### config.mk
export PLATFORM = sky130hd
export DESIGN_NAME = dmareq_gen
export DESIGN_NICKNAME = d
export VERILOG_FILES = /design/src/rtl/dmareq_pkg.sv /design/src/rtl/dmareq_rst_sync.sv /design/src/rtl/dmareq_regs.sv /design/src/rtl/dmareq_rdmux.sv /design/src/rtl/dmareq_thresh.sv /design/src/rtl/dmareq_gen.sv
export SDC_FILE = /design/constraint.sdc
export NUM_CORES = 1
export LEC_CHECK = 0
export BUFFER_PORTS_ARGS = -buffer_cell sky130_fd_sc_hd__clkbuf_2
export CAP_MARGIN = 10
export CORE_UTILIZATION = 42
export CTS_CLUSTER_DIAMETER = 200
export DETAILED_ROUTE_END_ITERATION = 7
export PLACE_DENSITY = 0.79
export SLEW_MARGIN = 20
export SYNTH_ARGS = -nofsm -noshare
export SYNTH_HDL_FRONTEND = slang
export SYNTH_HIERARCHICAL = 1
export SYNTH_SLANG_ARGS = --single-unit
### constraint.sdc
create_clock -name clk -period 0.8 [get_ports clk]
set_input_delay 0.04 -clock clk [delete_from_list [all_inputs] [get_ports clk]]
set_output_delay 0.04 -clock clk [all_outputs]
set_load 0.005 [all_outputs]
### src/rtl/dmareq_pkg.sv
package dmareq_pkg;

  localparam int unsigned REG_W   = 16;
  localparam int unsigned LEVEL_W = 3;

  localparam logic [11:0] OFS_CTRL  = 12'h088;
  localparam logic [11:0] OFS_TXLVL = 12'h08C;
  localparam logic [11:0] OFS_RXLVL = 12'h090;

  localparam int unsigned CTRL_TXEN_BIT = 1;
  localparam int unsigned CTRL_RXEN_BIT = 0;

  typedef enum logic [1:0] {
    SEL_NONE  = 2'd0,
    SEL_CTRL  = 2'd1,
    SEL_TXLVL = 2'd2,
    SEL_RXLVL = 2'd3
  } reg_sel_e;

  function automatic reg_sel_e decode_addr(input logic [11:0] addr);
    reg_sel_e sel;
    sel = SEL_NONE;
    if (addr == OFS_CTRL)  sel = SEL_CTRL;
    if (addr == OFS_TXLVL) sel = SEL_TXLVL;
    if (addr == OFS_RXLVL) sel = SEL_RXLVL;
    return sel;
  endfunction

endpackage

### src/rtl/dmareq_rst_sync.sv
module dmareq_rst_sync #(
  parameter int unsigned STAGES = 2
) (
  input  logic clk,
  input  logic rst_n,
  output logic rst_sync_n
);

  logic [STAGES-1:0] sync_q;
  logic [STAGES-1:0] sync_d;

  always_comb begin
    sync_d = {sync_q[STAGES-2:0], 1'b1};
  end

  always_ff @(posedge clk or negedge rst_n) begin
    if (!rst_n) sync_q <= '0;
    else        sync_q <= sync_d;
  end

  assign rst_sync_n = sync_q[STAGES-1];

endmodule

### src/rtl/dmareq_regs.sv
module dmareq_regs
  import dmareq_pkg::*;
#(
  parameter int unsigned LVL_W = LEVEL_W
) (
  input  logic             clk,
  input  logic             rst_n,
  input  reg_sel_e         wsel,
  input  logic             wr,
  input  logic [LVL_W-1:0] wdata_lo,
  output logic             tx_en,
  output logic             rx_en,
  output logic [LVL_W-1:0] tx_lvl,
  output logic [LVL_W-1:0] rx_lvl
);

  logic             ld_ctrl, ld_tx, ld_rx;
  logic             tx_en_d, rx_en_d;
  logic [LVL_W-1:0] tx_lvl_d, rx_lvl_d;

  always_comb begin
    ld_ctrl  = wr && (wsel == SEL_CTRL);
    ld_tx    = wr && (wsel == SEL_TXLVL);
    ld_rx    = wr && (wsel == SEL_RXLVL);
    tx_en_d  = wdata_lo[CTRL_TXEN_BIT];
    rx_en_d  = wdata_lo[CTRL_RXEN_BIT];
    tx_lvl_d = wdata_lo;
    rx_lvl_d = wdata_lo;
  end

  always_ff @(posedge clk or negedge rst_n) begin
    if (!rst_n) begin
      tx_en <= 1'b0;
      rx_en <= 1'b0;
    end else if (ld_ctrl) begin
      tx_en <= tx_en_d;
      rx_en <= rx_en_d;
    end
  end

  always_ff @(posedge clk or negedge rst_n) begin
    if (!rst_n)     tx_lvl <= '0;
    else if (ld_tx) tx_lvl <= tx_lvl_d;
  end

  always_ff @(posedge clk or negedge rst_n) begin
    if (!rst_n)     rx_lvl <= '0;
    else if (ld_rx) rx_lvl <= rx_lvl_d;
  end

endmodule

### src/rtl/dmareq_rdmux.sv
module dmareq_rdmux
  import dmareq_pkg::*;
#(
  parameter int unsigned DATA_W = REG_W,
  parameter int unsigned LVL_W  = LEVEL_W
) (
  input  logic              clk,
  input  logic              rst_n,
  input  reg_sel_e          rsel,
  input  logic              tx_en,
  input  logic              rx_en,
  input  logic [LVL_W-1:0]  tx_lvl,
  input  logic [LVL_W-1:0]  rx_lvl,
  output logic [DATA_W-1:0] rdata
);

  logic [DATA_W-1:0] rdata_d;

  always_comb begin
    rdata_d = '0;
    unique case (rsel)
      SEL_CTRL: begin
        rdata_d[CTRL_TXEN_BIT] = tx_en;
        rdata_d[CTRL_RXEN_BIT] = rx_en;
      end
      SEL_TXLVL: rdata_d[LVL_W-1:0] = tx_lvl;
      SEL_RXLVL: rdata_d[LVL_W-1:0] = rx_lvl;
      default:   rdata_d = '0;
    endcase
  end

  always_ff @(posedge clk or negedge rst_n) begin
    if (!rst_n) rdata <= '0;
    else        rdata <= rdata_d;
  end

endmodule

### src/rtl/dmareq_thresh.sv
module dmareq_thresh #(
  parameter int unsigned LVL_W   = 3,
  parameter int unsigned CNT_W   = 4,
  parameter bit          RX_SIDE = 1'b0
) (
  input  logic             clk,
  input  logic             rst_n,
  input  logic             en,
  input  logic [LVL_W-1:0] lvl,
  input  logic [CNT_W-1:0] cnt,
  output logic             req
);

  localparam logic [CNT_W-1:0] ONE = CNT_W'(1);

  logic [CNT_W-1:0] lvl_ext;
  logic             hit;
  logic             req_d;

  assign lvl_ext = CNT_W'(lvl);

  generate
    if (RX_SIDE) begin : g_drain
      assign hit = (cnt >= (lvl_ext + ONE));
    end else begin : g_fill
      assign hit = (cnt <= lvl_ext);
    end
  endgenerate

  always_comb begin
    req_d = en && hit;
  end

  always_ff @(posedge clk or negedge rst_n) begin
    if (!rst_n) req <= 1'b0;
    else        req <= req_d;
  end

endmodule

### src/rtl/dmareq_gen.sv
module dmareq_gen
  import dmareq_pkg::*;
#(
  parameter int unsigned ADDR_W = 12,
  parameter int unsigned DATA_W = REG_W,
  parameter int unsigned LVL_W  = LEVEL_W,
  parameter int unsigned CNT_W  = 4
) (
  input  logic              clk,
  input  logic              rst_n,
  input  logic [ADDR_W-1:0] bus_addr,
  input  logic              bus_wr,
  input  logic [DATA_W-1:0] bus_wdata,
  output logic [DATA_W-1:0] bus_rdata,
  input  logic [CNT_W-1:0]  tx_count,
  input  logic [CNT_W-1:0]  rx_count,
  output logic              tx_dma_req,
  output logic              rx_dma_req
);

  logic             rst_sync_n;
  reg_sel_e         sel;
  logic             tx_en, rx_en;
  logic [LVL_W-1:0] tx_lvl, rx_lvl;
  logic             unused_wdata_hi;

  assign unused_wdata_hi = ^bus_wdata[DATA_W-1:LVL_W];
  assign sel = decode_addr(12'(bus_addr));

  dmareq_rst_sync #(.STAGES(2)) u_rst (
    .clk        (clk),
    .rst_n      (rst_n),
    .rst_sync_n (rst_sync_n)
  );

  dmareq_regs #(.LVL_W(LVL_W)) u_regs (
    .clk      (clk),
    .rst_n    (rst_sync_n),
    .wsel     (sel),
    .wr       (bus_wr),
    .wdata_lo (bus_wdata[LVL_W-1:0]),
    .tx_en    (tx_en),
    .rx_en    (rx_en),
    .tx_lvl   (tx_lvl),
    .rx_lvl   (rx_lvl)
  );

  dmareq_rdmux #(.DATA_W(DATA_W), .LVL_W(LVL_W)) u_rdmux (
    .clk    (clk),
    .rst_n  (rst_sync_n),
    .rsel   (sel),
    .tx_en  (tx_en),
    .rx_en  (rx_en),
    .tx_lvl (tx_lvl),
    .rx_lvl (rx_lvl),
    .rdata  (bus_rdata)
  );

  dmareq_thresh #(.LVL_W(LVL_W), .CNT_W(CNT_W), .RX_SIDE(1'b0)) u_tx_thr (
    .clk   (clk),
    .rst_n (rst_sync_n),
    .en    (tx_en),
    .lvl   (tx_lvl),
    .cnt   (tx_count),
    .req   (tx_dma_req)
  );

  dmareq_thresh #(.LVL_W(LVL_W), .CNT_W(CNT_W), .RX_SIDE(1'b1)) u_rx_thr (
    .clk   (clk),
    .rst_n (rst_sync_n),
    .en    (rx_en),
    .lvl   (rx_lvl),
    .cnt   (rx_count),
    .req   (rx_dma_req)
  );

endmodule

[Word level (Yosys, flattened, before mapping)]
Index checks and enable logic that the tools add are counted.
Widths: inputs -> output; s select.
Word-level totals
  register bits: 15
  input bits: 39
  output and inout port bits: 18
  logic and storage cells: 27
Operators by class
  add/sub/neg operators: 1
  magnitude comparators: 2
  eq/ne operators: 6
  multiplexer cells: 5
  reduce and logical (&&, ||, !) cells: 5
Operators with widths (count)
  $eq 12x8->1 const B: 3
  $pmux 2 s3: 1
  $logic_and 1x1->1: 5
  $add 3x1->4 const B: 1
  $eq 2x2->1 const B: 2
  $ge 4x4->1: 1
  $le 4x3->1: 1
  $mux 2: 2
  $eq 2x1->1 const B: 1
  $pmux 1 s2: 1
  $mux 1: 1

[Depth between registers and ports, before layout]
Gate-level depths: netlist of the first run.
  depth after elaboration: 6
  mapped depth: 6
  mapped depth without buffers: 6

[Modules after synthesis]
Netlist of the first run, hierarchy kept.
By module, submodules not included
  dmareq_regs: times used 1, cells each 19, area an instance 310.3 µm², seq. area each 200.2 µm²
  dmareq_rdmux: times used 1, cells each 24, area an instance 241.5 µm², seq. area each 75.1 µm²
  dmareq_thresh at u_rx_thr: times used 1, cells each 17, area an instance 146.4 µm², seq. area each 25.0 µm²
  dmareq_thresh at u_tx_thr: times used 1, cells each 13, area an instance 107.6 µm², seq. area each 25.0 µm²
  dmareq_gen: times used 1, cells each 10, area an instance 67.6 µm², seq. area each 0.0 µm²
  dmareq_rst_sync: times used 1, cells each 3, area an instance 53.8 µm², seq. area each 50.0 µm²

[Least setup slack after synthesis of the first run]
OpenSTA, ideal clock, no wires.
  kind: input -> register
  from: input bus_addr[0]
  to: register u_regs.tx_lvl[0]
  setup time: 0.125 ns
  data arrival time: 1.306 ns
  data required time: 0.675 ns
  slack: -0.631 ns
  cell stages on the path: 5
  buffers on the path: 0
  cells stage by stage: nor4b_2 -> nand3_1 -> nor3_2 -> nand3b_1 -> mux2_2
Between the ends
  word-level cells in the longest chain between the ends: 6
  elaborated cells between the ends (all ways): 8
  those cells by class: 4 x eq/ne; 3 x mux; 1 x reduce/logical
RTL lines
  start, declared: line dmareq_gen.sv:11  | input logic [ADDR_W-1:0] bus_addr,
  $eq 12x8->1: line dmareq_pkg.sv:23  | if (addr == OFS_CTRL) sel = SEL_CTRL;
  $mux 1: line dmareq_pkg.sv:23
  $mux 2: line dmareq_pkg.sv:24  | if (addr == OFS_TXLVL) sel = SEL_TXLVL;
  $mux 2 *: line dmareq_pkg.sv:25  | if (addr == OFS_RXLVL) sel = SEL_RXLVL;
  named net sel[0]: line dmareq_gen.sv:22  | reg_sel_e sel;
  $eq 2x2->1 *: line dmareq_regs.sv:23  | ld_tx = wr && (wsel == SEL_TXLVL);
  $logic_and 1x1->1 *: line dmareq_regs.sv:23
  end signal, assigned: line dmareq_regs.sv:43  | else if (ld_tx) tx_lvl <= tx_lvl_d;
  end, declared: line dmareq_regs.sv:13  | output logic [LVL_W-1:0] tx_lvl,
The timed path passes the listed nets; every way through them passes the cells marked *.
A chain may end at the register's enable or synchronous reset.

[Worst setup path after layout of the first run]
  from: register u_regs.rx_lvl[1]
  to: register u_rx_thr.req
Between the ends
  word-level cells in the longest chain between the ends: 3
RTL lines
  start, declared: line dmareq_regs.sv:14  | output logic [LVL_W-1:0] rx_lvl
  start signal, assigned: line dmareq_regs.sv:48  | else if (ld_rx) rx_lvl <= rx_lvl_d;
  $add 3x1->4: line dmareq_thresh.sv:24  | assign hit = (cnt >= (lvl_ext + ONE));
  $ge 4x4->1: line dmareq_thresh.sv:24
  $logic_and 1x1->1: line dmareq_thresh.sv:31  | req_d = en && hit;
  named net u_rx_thr.req_d: line dmareq_thresh.sv:18  | logic req_d;
  end signal, assigned: line dmareq_thresh.sv:36  | else req <= req_d;
  end, declared: line dmareq_thresh.sv:11  | output logic req
The timed path passes the listed nets, and every way through them passes these cells.

==> results, run 1 <==
- Across the VDD grid, the largest voltage drop is ~0.66 mV.
- For this run, the detailed router's first-pass iteration total came to 4.
- The initial core utilization is ~46%.
- The worst setup path is of the flop to flop kind.
- The worst setup path is launched from a flop.
- The HPWL after detailed placement is about 1.5 mm.
- The non-filler instance count after layout is approximately 160.
- In the final layout, the share of cells above drive strength 1 is approximately 54%.
- The synthesized area is ~900 sq um.
- The library cell used as clock root buffer is clkbuf_4.
- The final critical path time including I/O delays and setup is approximately 1.4 ns.
- The congestion estimate from routability-driven global placement came to between 0.8 and 0.9.
- The commonest non-fill, non-tap cell in the layout is clkbuf_2.
- In this run the remaining antenna-violating nets after routing total 0.
- The run finished, with violations left.
- The signal arrival time at the worst endpoint is 1.59 ns.
- For this design the static power due to leakage is ~0.69 nW.
- The share of the Yosys chip area taken by registers is about two fifths.
- In the final timing run, aggregate negative setup slack is -5.35 ns.
- The met1 layer usage reported by global route is 18.8%.
- Setup repair after global routing could not meet its margin everywhere.
- The total power draw is about 1.4 mW.
- Of all nets on the critical path, the largest fanout is 2.
- The number of antenna violations at the first check in global routing was 0.
- The cell count after placement is 153.
- The number of H-tree branching levels is 1.
- The synthesis warning total is 6.
- The floorplan step defined a core boundary enclosing 2020 sq um.
- Summing all multi-input logic gate instances after layout gives about 600 sq um.
- The global routing stage identified its most utilized layer as met2.
- The height of the die is approximately 49 um.
- Dividing the detail-routed via count by the number of cells gives ~4.5.
- In this run the count of I/O pins placed on the die edge is 57.
- The total of buffers placed on input and output ports is 30.
- The final hold violation count was 0.
- The library cells used most frequently in the layout, excluding fill and tap cells, are 29 x clkbuf_2, 15 x dfrtp_1, 14 x conb_1, 12 x buf_4, 6 x mux2_4.
- The netlist uses 27 different library cells.
- The total clock buffers created by CTS is 3.
- Fill cells in the final layout number roughly 160.
- For the worst setup path, the data required time is ~1 ns.
- In the final layout, flip-flops and latches occupy about 380 sq um.
- The clock latency at the later pin of the worst-skew pair is approximately 0.28 ns.
- The worst clock skew is 0.00847 ns.
- In this run the horizontal extent of the chip is 49.0 um.
- Row generation in the floorplan step produced 16 rows.
- The launch point of the worst hold path is bus_wdata[2].
- In this run the power density over the cells is roughly 1000 nW/um^2.
- In the post-route analysis, the smallest setup slack over all paths is -0.566 ns.
- Dividing the final minimum period by the clock period gives 171%.
- For this block, the routed nets add up to about 1.9 mm of wire.
- Global routing consumed, on the met3 layer, approximately 2.5% of the routing resources.
- The via count of the first global-routing pass was between 700 and 800.
- The worst setup path is captured at a flop.
- The tightest hold path in the finished design has a slack of around 0.022 ns.
- Global routing used ~17% of the available tracks.
- The clock sink count is 15.
- After detailed routing, the number of remaining DRC violations is 0.
- TritonCTS built the clock tree.
- The first-pass GRT wire length is 3.05 mm.
- The number of diodes added for antenna fixing is 0.
- After global routing the overflow that remains totals 0.
- Dividing the detail-routed wire length by the instance count gives 11.7 um.
- The number of slew-limit violations in the final report is 0.
- In the synthesized netlist, the number of instances is between 80 and 90.
- The first routing iteration left 4 violations.
- For this run, the top clock speed supported by timing is between 0.7 and 0.8 GHz.
- In this run the worst setup path begins at u_regs/rx_lvl[1]$_DFFE_PN0P_.
- Cells fill about two thirds of the core in the end.
- The class of the worst hold path is input port to flop.
- The number of nets in the layout is 184.
- The register clock-pin slew on the reported worst setup and hold paths is 0.09 ns.
- The register bit count reported by yosys is 15.
- The total die area is 2400 sq um.
- The final reports fail on setup timing.
- Compared with the post-synthesis result, the final layout area differs by 46.6%.
- Max-cap violations in this run came to 0.
- The worst register-to-register path begins at u_regs/rx_lvl[1]$_DFFE_PN0P_.
- Dividing the synthesized area by the synthesized cell count gives between 10 and 15 sq um.
- For met2 alone, demand over resource in global routing was between 30% and 40%.
- The clock passes through at most 2 buffers.
- Entering global routing, the biggest net connects 14 pins.
- Setup violations remaining at the end of the flow were counted as 14.
- Detailed routing inserted a total of ~740 vias.
worst paths after layout:
kind,end,slack [ns],cells past startpoint
max,u_rx_thr/req$_DFF_PN0_,-0.57,6
min,u_regs/rx_lvl[2]$_DFFE_PN0P_,0.02,2
max reg2reg,u_rx_thr/req$_DFF_PN0_,-0.57,6
min reg2reg,u_rdmux/rdata[0]$_DFF_PN0_,0.16,1
max in group asynchronous,u_regs/tx_en$_DFFE_PN0P_,0.48,1
min in group asynchronous,u_rst/sync_q[0]$_DFF_PN0_,0.08,2
what timing repair did:
action / CTS / global route
pin swaps: 8 / 7
setup buffers: 2 / 3
hold buffers: 2 / 0
resized for setup: 9 / 9
hold endpoints to repair: 3 / 0
setup endpoints to repair: 18 / 18
cell type report:
type / count / share of cell area, %
Clock buffer: 4 / 1.93
Inverter: 7 / 1.93
Multi-Input combinational cell: 63 / 43.9
Sequential cell: 15 / 27.6
Tap cell: 27 / 2.49
Timing Repair Buffer: 47 / 22.1
report_power, final:
| part | internal, mW | total (mW) | switching [mW] | leakage [nW] |
|---|---|---|---|---|
| logic | 0.110 | 0.217 | 0.108 | 0.472 |
| clock network | 0.194 | 0.433 | 0.239 | 0.0150 |
| registers | 0.765 | 0.768 | 0.00289 | 0.205 |
flip-flops by register name, summed over array words and instances, names as in the netlist:
register and cells:
u_rdmux/rdata 3, u_regs/rx_en 1, u_regs/rx_lvl 3, u_regs/tx_en 1
u_regs/tx_lvl 3, u_rst/sync_q 2, u_rx_thr/req 1, u_tx_thr/req 1
critical path, cell delays in order (launching register included):
cell	delay, ns
dfrtp_1	0.42
ha_4	0.27
inv_2	0.04
ha_4	0.26
o21ai_2	0.05
a21o_1	0.16
a21oi_2	0.10
cells by family (layout without fill, tap and decap cells):
kind of cell               after synthesis  count (layout)  share of synthesized area [%]
buffers and inverters                   20              58                           13.4
and+or+nand+nor                         18              18                           12.0
DFF                                     15              15                           40.5
muxes                                   11              11                           13.2
AOI/OAI and AO/OA                       10              10                           7.42
adders and majority gates                8               8                           10.8
other                                    2              14                          0.810
xor gates and xnor gates                 2               2                           1.89
per-stage QoR:
| stage | cell area, sq um | setup WS, ns |
|---|---|---|
| floorplan | 1020 | -0.601 |
| global route | 1360 | -0.612 |
| CTS | 1300 | -0.576 |
| finish | 1360 | -0.566 |
| detailed placement | 1190 | -0.745 |
| global placement | 1190 | -0.684 |
synth_stat cells:
cell      number  area (sq um)
nor4b_2        1          15.0
inv_1          7          26.3
dfrtp_1       15           375
buf_4         13          97.6
nor2b_1        1          6.26
a21oi_2        1          8.76
mux2i_1        1          10.0
o21ai_0        1          5.00
nand3_1        3          15.0
nor3_1         1          5.00
a22o_1         2          17.5
nand3b_1       3          22.5
a31oi_1        1          6.26
nor2b_2        1          8.76
nand2b_1       1          6.26
nor2_1         5          18.8
xnor2_1        2          17.5
o21ai_1        1          5.00
mux2_1         2          22.5
nand2_1        1          3.75
nor3_2         1          10.0
a21o_1         1          7.51
mux2_2         8          90.1
a211o_1        1          8.76
conb_1         2          7.51
a21oi_1        2          10.0
ha_1           8           100
metal layers:
metal | up-vias | wire (um)
met4 | 0 | 22
li1 | 371 | -
met5 | - | 0
met1 | 335 | 765
met2 | 29 | 1030
met3 | 2 | 91
Note: power is estimated with default switching activity, not from simulation.
==> run 2, diff against run 1 <==
--- a/config.mk
+++ b/config.mk
@@ -8,6 +8,7 @@
 export BUFFER_PORTS_ARGS = -buffer_cell sky130_fd_sc_hd__clkbuf_2
 export CAP_MARGIN = 10
 export CORE_UTILIZATION = 42
+export CTS_BUF_LIST = sky130_fd_sc_hd__clkbuf_8 sky130_fd_sc_hd__clkbuf_16
 export CTS_CLUSTER_DIAMETER = 200
 export DETAILED_ROUTE_END_ITERATION = 7
 export PLACE_DENSITY = 0.79
==> constraint.sdc (replaced) <==
create_clock -name clk -period 1.47 [get_ports clk]
set_input_delay 0.0735 -clock clk [delete_from_list [all_inputs] [get_ports clk]]
set_output_delay 0.0735 -clock clk [all_outputs]
set_load 0.005 [all_outputs]
==> results, run 2 (synthesis results as in run 1) <==
- Registers with the most flip-flops: u_rdmux/rdata: 3 flops, u_regs/rx_lvl: 3 flops, u_regs/tx_lvl: 3 flops (unchanged).
- The initial core utilization came to 45.9% (unchanged).
- The routed length per instance was 10.6 um (was 11.7 um).
- The most prevalent standard cell on the critical path is ha_1 (was ha_4).
- The standard cell area after detailed placement is 1080 sq um (was 1190 sq um).
- The all-layer global routing usage is 15.8% (was 17.5%).
- The total die area came to 2400 sq um (unchanged).
- The number of setup violations in the final report came to 0 (was 14).
- The commonest non-fill, non-tap cell in the layout is clkbuf_2 (unchanged).
- The maximum number of pins on one net before global-route repair was 14 (unchanged).
- The number of detailed-routing iterations run before antenna repair came to 4 (unchanged).
- The worst pin sits at a relative slew slack of around 66%.
- The final hold violation count is 0 (unchanged).
- The total wire length is 1.59 mm (was 1.91 mm).
- The height of the die was 49.0 um (unchanged).
- The max-cap check violation count is 0 (unchanged).
- The largest fanout of any net on the critical path is 4 (was 2).
- The HPWL after detailed placement is 1.36 mm (was 1.51 mm).
- The number of nets in the layout is 171 (was 184).
- The fraction of layout cells with a size suffix above 1 is 39.8% (was 54.4%).
- The buffers inserted during post-CTS setup optimization is 0 (was 2).
- The highest ir drop seen on vdd came to 0.480 mV (was 0.663 mV).
- The clock sink count is 15 (unchanged).
- The number of DRC violations after detailed routing is 0 (unchanged).
- The final cell area excluding filler cells is 1140 sq um (was 1360 sq um).
- The total of buffers placed on input and output ports is 30 (unchanged).
- Result of the run: finished, final reports clean (was finished, violations left).
- The final standard cell utilization of the core came to 56.4% (was 67.2%).
- The register-to-register setup slack came to 0.05 ns (was -0.57 ns).
- For the pin with the worst max-slew slack, the measured transition is slightly above 0.5 ns.
- Ordered list of cells on the worst path: ha_1 > xnor2_1 > ha_1 > o21ai_2 > a21o_1 > a21oi_2 (was ha_4 > inv_2 > ha_4 > o21ai_2 > a21o_1 > a21oi_2).
- The register clock-pin slew on the reported worst setup and hold paths is 0.06 ns (was 0.09 ns).
- The clock latency at the later pin of the worst-skew pair is 0.24 ns (was 0.28 ns).
- The count of vias placed by the detailed router is 693 (was 737).
- The count of standard-cell rows is 16 (unchanged).
- The first-pass GRT wire length is 2.79 mm (was 3.05 mm).
- The total clock buffers created by CTS came to 3 (unchanged).
- The class of the worst hold path is input port to flop (unchanged).
- The number of slew-limit violations in the final report is 0 (unchanged).
- The starting DRC count in detailed routing is 9 (was 4).
- The overall die width came to 49.0 um (unchanged).
- The clock tree from TritonCTS was done (unchanged).
- The remaining number of nets flagged by the antenna check after routing is 0 (unchanged).
- The via count of the first global-routing pass came to 704 (was 714).
- The final global-route overflow total is 0 (unchanged).
- The final critical path time including I/O delays and setup is 1.42 ns (was 1.37 ns).
- The synthesis-to-finish area growth came to 22.9% (was 46.6%).
- The critical path start-end classification is flop to flop (unchanged).
- The top-level I/O count is 57 (unchanged).
- The library cell used as clock root buffer is clkbuf_8 (was clkbuf_4).
- The signal arrival time at the worst endpoint was 1.59 ns (about the same).
- The clock tree buffer depth came to 2 (unchanged).
- The critical path capture point type is a flop (unchanged).
- The number of diodes added for antenna fixing was 0 (unchanged).
- The cell count after placement is 145 (was 153).
- The core area is 2020 sq um (unchanged).
- The final weighted congestion in routability-driven placement is 0.788 (was 0.811).
- The worst hold slack across all endpoints is 0.0772 ns (was 0.0219 ns).
- The critical path launch point type is a flop (unchanged).
- The number of vias per cell after detailed routing came to 4.62 (was 4.52).
- The number of antenna violations at the first check in global routing is 0 (unchanged).
- The fmax was 0.705 GHz (was 0.732 GHz).
- The maximum cell stage delay along the critical path is 0.41 ns (was 0.42 ns).
- The power density over the cells is 728 nW/um^2 (was 1040 nW/um^2).
- The slowest stage cell on the critical path is dfrtp_1 (unchanged).
- The final worst-path cycle share came to 96.5% (was 171%).
- The worst clock skew is 0.00208 ns (was 0.00847 ns).
- The non-filler instance count after layout was 150 (was 163).
- The leakage component of the power is 0.606 nW (was 0.692 nW).
- The required time at the endpoint of the critical path is 1.64 ns (was 1.02 ns).
- The number of H-tree branching levels is 1 (unchanged).
- The total power draw was 0.830 mW (was 1.42 mW).
- The number of inserted filler cells in the final layout is 198 (was 164).
- Highest-count cells in the layout ignoring fill and taps: 30 x clkbuf_2, 15 x dfrtp_1, 14 x conb_1 (was 29 x clkbuf_2, 15 x dfrtp_1, 14 x conb_1, 12 x buf_4, 6 x mux2_4).
- Unrepaired setup endpoints after global routing: false (was true).
## run 2: what timing repair did
| action | in CTS | in global routing |
|---|---|---|
| endpoints found under the hold margin | 2 | 0 |
| gates resized for setup | 0 | 1 |
| hold buffers | 1 | 0 |
| setup endpoints to repair | 0 | 1 |
## run 2: worst paths after layout
check                                                     to  cells after the start                          from
worst max-delay path                  u_rx_thr/req$_DFF_PN0_                      6  u_regs/rx_lvl[1]$_DFFE_PN0P_
worst min-delay path                  u_tx_thr/req$_DFF_PN0_                      3                   tx_count[3]
worst max register to register        u_rx_thr/req$_DFF_PN0_                      6  u_regs/rx_lvl[1]$_DFFE_PN0P_
worst min register to register  u_regs/tx_lvl[1]$_DFFE_PN0P_                      0     u_rst/sync_q[1]$_DFF_PN0_
max in group asynchronous             u_rx_thr/req$_DFF_PN0_                      0     u_rst/sync_q[1]$_DFF_PN0_
min in group asynchronous          u_rst/sync_q[0]$_DFF_PN0_                      2                         rst_n
## run 2: critical path, delay by kind of cell, from the launching register on
family                   cells  cell delay (ns)
AO/OA/AOI/OAI                3             0.32
XOR/XNOR                     1             0.13
adder cells (fa/ha/maj)      2             0.49
flip-flops                   1             0.41
## run 2: metrics by stage
step                TNS, ns  setup WS [ns]
floorplan                 0        0.00538
global placement     -0.118        -0.0400
detailed placement   -0.466        -0.0864
CTS                       0         0.0463
global route              0       0.000229
finish                    0         0.0508
## run 2: layout make-up
class / instances / area (sq um) / share of cell area [%]
multi-input combinational: 63 / 477 / 41.8
timing repair buffer: 34 / 183 / 16.0
inverter: 7 / 26.3 / 2.31
sequential: 15 / 375 / 32.9
clock buffer: 3 / 41.3 / 3.62
tap: 27 / 33.8 / 2.96
clock inverter: 1 / 3.75 / 0.329
## run 2: layer usage
layer / wire length (um) / track usage, %
met5: 0 / 0
met4: 35 / 12.7
met3: 76 / 3.74
met2: 854 / 28.2
met1: 621 / 15.5
## run 2: power breakdown
| group | internal [mW] | switching [mW] |
|---|---|---|
| Combinational | 0.0439 | 0.0401 |
| Clock | 0.185 | 0.136 |
| Sequential | 0.417 | 0.00816 |
| Total | 0.646 | 0.184 |
==> run 3, diff against run 2 <==
--- a/config.mk
+++ b/config.mk
@@ -5,13 +5,12 @@
 export SDC_FILE = /design/constraint.sdc
 export NUM_CORES = 1
 export LEC_CHECK = 0
-export BUFFER_PORTS_ARGS = -buffer_cell sky130_fd_sc_hd__clkbuf_2
 export CAP_MARGIN = 10
-export CORE_UTILIZATION = 42
+export CORE_UTILIZATION = 30
 export CTS_BUF_LIST = sky130_fd_sc_hd__clkbuf_8 sky130_fd_sc_hd__clkbuf_16
 export CTS_CLUSTER_DIAMETER = 200
 export DETAILED_ROUTE_END_ITERATION = 7
-export PLACE_DENSITY = 0.79
+export DONT_BUFFER_PORTS = 1
 export SLEW_MARGIN = 20
 export SYNTH_ARGS = -nofsm -noshare
 export SYNTH_HDL_FRONTEND = slang
==> constraint.sdc (replaced) <==
create_clock -name clk -period 1.49 [get_ports clk]
set_input_delay 0.0745 -clock clk [delete_from_list [all_inputs] [get_ports clk]]
set_output_delay 0.0745 -clock clk [all_outputs]
set_load 0.005 [all_outputs]
==> results, run 3 (synthesis results as in run 1) <==
- Result of the run: finished, violations left (was finished, final reports clean).
- The final reports fail on DRC.
- The number of vias per cell after detailed routing came to 4.81 (was 4.62).
- The number of nets in the layout is 146 (was 171).
- The clock tree buffer depth is 2 (unchanged).
- The part of the power in combinational logic came to 6.7% (was 10.1%).
- Unrepaired setup endpoints after global routing: false (unchanged).
- The fraction of layout cells with a size suffix above 1 came to 19.4% (was 39.8%).
- The overall die width is 57.6 um (was 49.0 um).
- The HPWL after detailed placement was 1.23 mm (was 1.36 mm).
- The required time at the endpoint of the critical path is 1.67 ns (was 1.64 ns).
- The total die area was 3320 sq um (was 2400 sq um).
- The number of resized instances in the post-cts repair step is 0 (unchanged).
- The final weighted congestion in routability-driven placement is 0.754 (was 0.788).
- The cell count after placement was 120 (was 145).
- The routed length per instance was 11.7 um (was 10.6 um).
- The relative slew slack was 65.3% (was 66.3%).
- The top-level I/O count came to 57 (unchanged).
- The total clock buffers created by CTS was 3 (unchanged).
- The all-layer global routing usage is 10.1% (was 15.8%).
- The clock sink count is 15 (unchanged).
- The cell internal power dissipation is 0.621 mW (was 0.646 mW).
- The highest ir drop seen on vdd is 0.223 mV (was 0.480 mV).
- The clock latency at the later pin of the worst-skew pair is 0.25 ns (was 0.24 ns).
- The critical path capture point type is a flop (unchanged).
- The starting DRC count in detailed routing is 9 (unchanged).
- The largest fanout of any net on the critical path is 2 (was 4).
- The critical path start-end classification is flop to flop (unchanged).
- The count of standard-cell rows is 19 (was 16).
- The total negative slack for setup checks is 0 ns (unchanged).
- The register clock-pin slew on the reported worst setup and hold paths is 0.06 ns (about the same).
- The power density over the cells came to 772 nW/um^2 (was 728 nW/um^2).
- The height of the die is 57.6 um (was 49.0 um).
- The number of detailed-routing iterations run before antenna repair is 7 (was 4).
- The final worst-path cycle share is 92.2% (was 96.5%).
- The number of antenna violations at the first check in global routing is 0 (unchanged).
- Ordered list of cells on the worst path: ha_1 > xnor2_1 > ha_1 > o21ai_1 > a21o_1 > a21oi_2 (was ha_1 > xnor2_1 > ha_1 > o21ai_2 > a21o_1 > a21oi_2).
- The total of buffers placed on input and output ports is 0 (was 30).
- Highest-count cells in the layout ignoring fill and taps: 15 x dfrtp_1, 14 x conb_1, 8 x inv_1, 8 x mux2_2, 8 x ha_1 (was 30 x clkbuf_2, 15 x dfrtp_1, 14 x conb_1).
- The number of diodes added for antenna fixing was 0 (unchanged).
- The final hold violation count came to 0 (unchanged).
- The final global-route overflow total is 0 (unchanged).
- The commonest non-fill, non-tap cell in the layout is dfrtp_1 (was clkbuf_2).
- The clock tree from TritonCTS is done (unchanged).
- The core area came to 2850 sq um (was 2020 sq um).
- The launching instance or port of the critical path was u_regs/rx_lvl[0]$_DFFE_PN0P_ (was u_regs/rx_lvl[1]$_DFFE_PN0P_).
- The maximum cell stage delay along the critical path was 0.39 ns (was 0.41 ns).
- The number of slew-limit violations in the final report was 0 (unchanged).
- The first-pass GRT wire length came to 2.48 mm (was 2.79 mm).
- The remaining number of nets flagged by the antenna check after routing came to 0 (unchanged).
- The total wire length is 1.51 mm (was 1.59 mm).
- The slowest stage cell on the critical path is dfrtp_1 (unchanged).
- Registers with the most flip-flops: u_rdmux/rdata: 3 flops, u_regs/rx_lvl: 3 flops, u_regs/tx_lvl: 3 flops (unchanged).
- The maximum number of pins on one net before global-route repair is 14 (unchanged).
- The number of H-tree branching levels is 1 (unchanged).
- The fmax is 0.728 GHz (was 0.705 GHz).
- The leakage component of the power is 0.500 nW (was 0.606 nW).
- The count of vias placed by the detailed router is 621 (was 693).
- The transition time of the tightest slew-check pin is 0.520 ns (was 0.506 ns).
- The class of the worst hold path is input port to async pin (was input port to flop).
- The most prevalent standard cell on the critical path is ha_1 (unchanged).
- The final critical path time including I/O delays and setup is 1.37 ns (was 1.42 ns).
- The max-cap check violation count was 0 (unchanged).
- The signal arrival time at the worst endpoint is 1.55 ns (was 1.59 ns).
- The worst reg2reg path startpoint is u_regs/rx_lvl[0]$_DFFE_PN0P_ (was u_regs/rx_lvl[1]$_DFFE_PN0P_).
- The library cell used as clock root buffer is clkbuf_8 (unchanged).
- The non-filler instance count after layout is 129 (was 150).
- The clock network fraction of total power is 41.0% (was 38.6%).
- The depth of the worst register-to-register path is 6 (unchanged).
- The net switching share of the total power came to 22.5% (was 22.2%).
- The number of setup violations in the final report is 0 (unchanged).
- The initial core utilization is 32.5% (was 45.9%).
- The via count of the first global-routing pass was 599 (was 704).
- The worst clock skew came to 0.000333 ns (was 0.00208 ns).
- The critical path launch point type was a flop (unchanged).
- The part of the total power dissipated in sequential elements is 52.3% (was 51.2%).
- The number of DRC violations after detailed routing is 3 (was 0).
- The synthesis-to-finish area growth is 12.0% (was 22.9%).
- The power dissipated by switching net loads is 0.181 mW (was 0.184 mW).
[run 3: cell count changes in the layout (fill, tap and decap cells not counted), sizes merged]
cell         delta
dlygate4sd3     +4
clkbuf         -30
buf             +1
[run 3: area by class of cell]
type | count | area, sq um
Clock buffer | 3 | 41.3
Clock inverter | 1 | 3.75
Fill cell | 286 | 1810
Inverter | 7 | 26.3
Multi-Input combinational cell | 63 | 473
Sequential cell | 15 | 375
Tap cell | 31 | 38.8
Timing Repair Buffer | 9 | 80.1
[run 3: timing repair]
item / 4_1_cts / 5_1_grt
hold endpoints to repair: 11 / 0
hold buffers: 5 / 0
buffers inserted: 0 / 0
[run 3: final timing paths]
path	endpoint	slack, ns
max in group asynchronous	u_regs/rx_lvl[0]$_DFFE_PN0P_	0.93
worst min register to register	u_tx_thr/req$_DFF_PN0_	0.21
worst min-delay path	u_rst/sync_q[0]$_DFF_PN0_	0.05
worst max-delay path	u_rx_thr/req$_DFF_PN0_	0.12
worst max register to register	u_rx_thr/req$_DFF_PN0_	0.12
min in group clk	u_regs/tx_en$_DFFE_PN0P_	0.11
[run 3: through the flow]
| step | hold slack [ns] | setup WS, ns | total power, mW | area [sq um] | util (%) |
|---|---|---|---|---|---|
| detailed placement | -0.221 | 0.0263 | 0.468 | 943 | 33.1 |
| floorplan | -0.221 | 0.0244 | 0.485 | 972 | - |
| global placement | -0.221 | 0.0692 | 0.465 | 943 | 33.1 |
| finish | 0.0528 | 0.116 | 0.802 | 1040 | 36.4 |
| CTS | 0.0463 | 0.0982 | 0.811 | 1040 | 36.4 |
| global route | 0.0543 | 0.0525 | 0.841 | 1040 | 36.4 |
[run 3: metal layers]
layer  up-vias  global-route usage, %  part of all wire (%)
met5         -                      0                     0
met4         0                   6.27                   2.5
met3         5                   2.72                   7.3
met2        33                   17.6                    49
met1       291                   10.7                    41
li1        292                      -                     -
[run 3: power groups by stage]
stage          combinational (mW)  clock [mW]  sequential [mW]
5_1_grt                    0.0622       0.357            0.422
2_1_floorplan              0.0600           0            0.425
6_report                   0.0536       0.329            0.419
3_5_place_dp               0.0398           0            0.428
4_1_cts                    0.0533       0.337            0.420
3_3_place_gp               0.0375           0            0.427
[run 3: worst max-delay path, delay by kind of cell, from the launching register on]
kind / cells / cell delay [ns]
AOI/OAI and AO/OA: 3 / 0.32
adders and majority gates: 2 / 0.48
DFF: 1 / 0.39
xor gates and xnor gates: 1 / 0.12
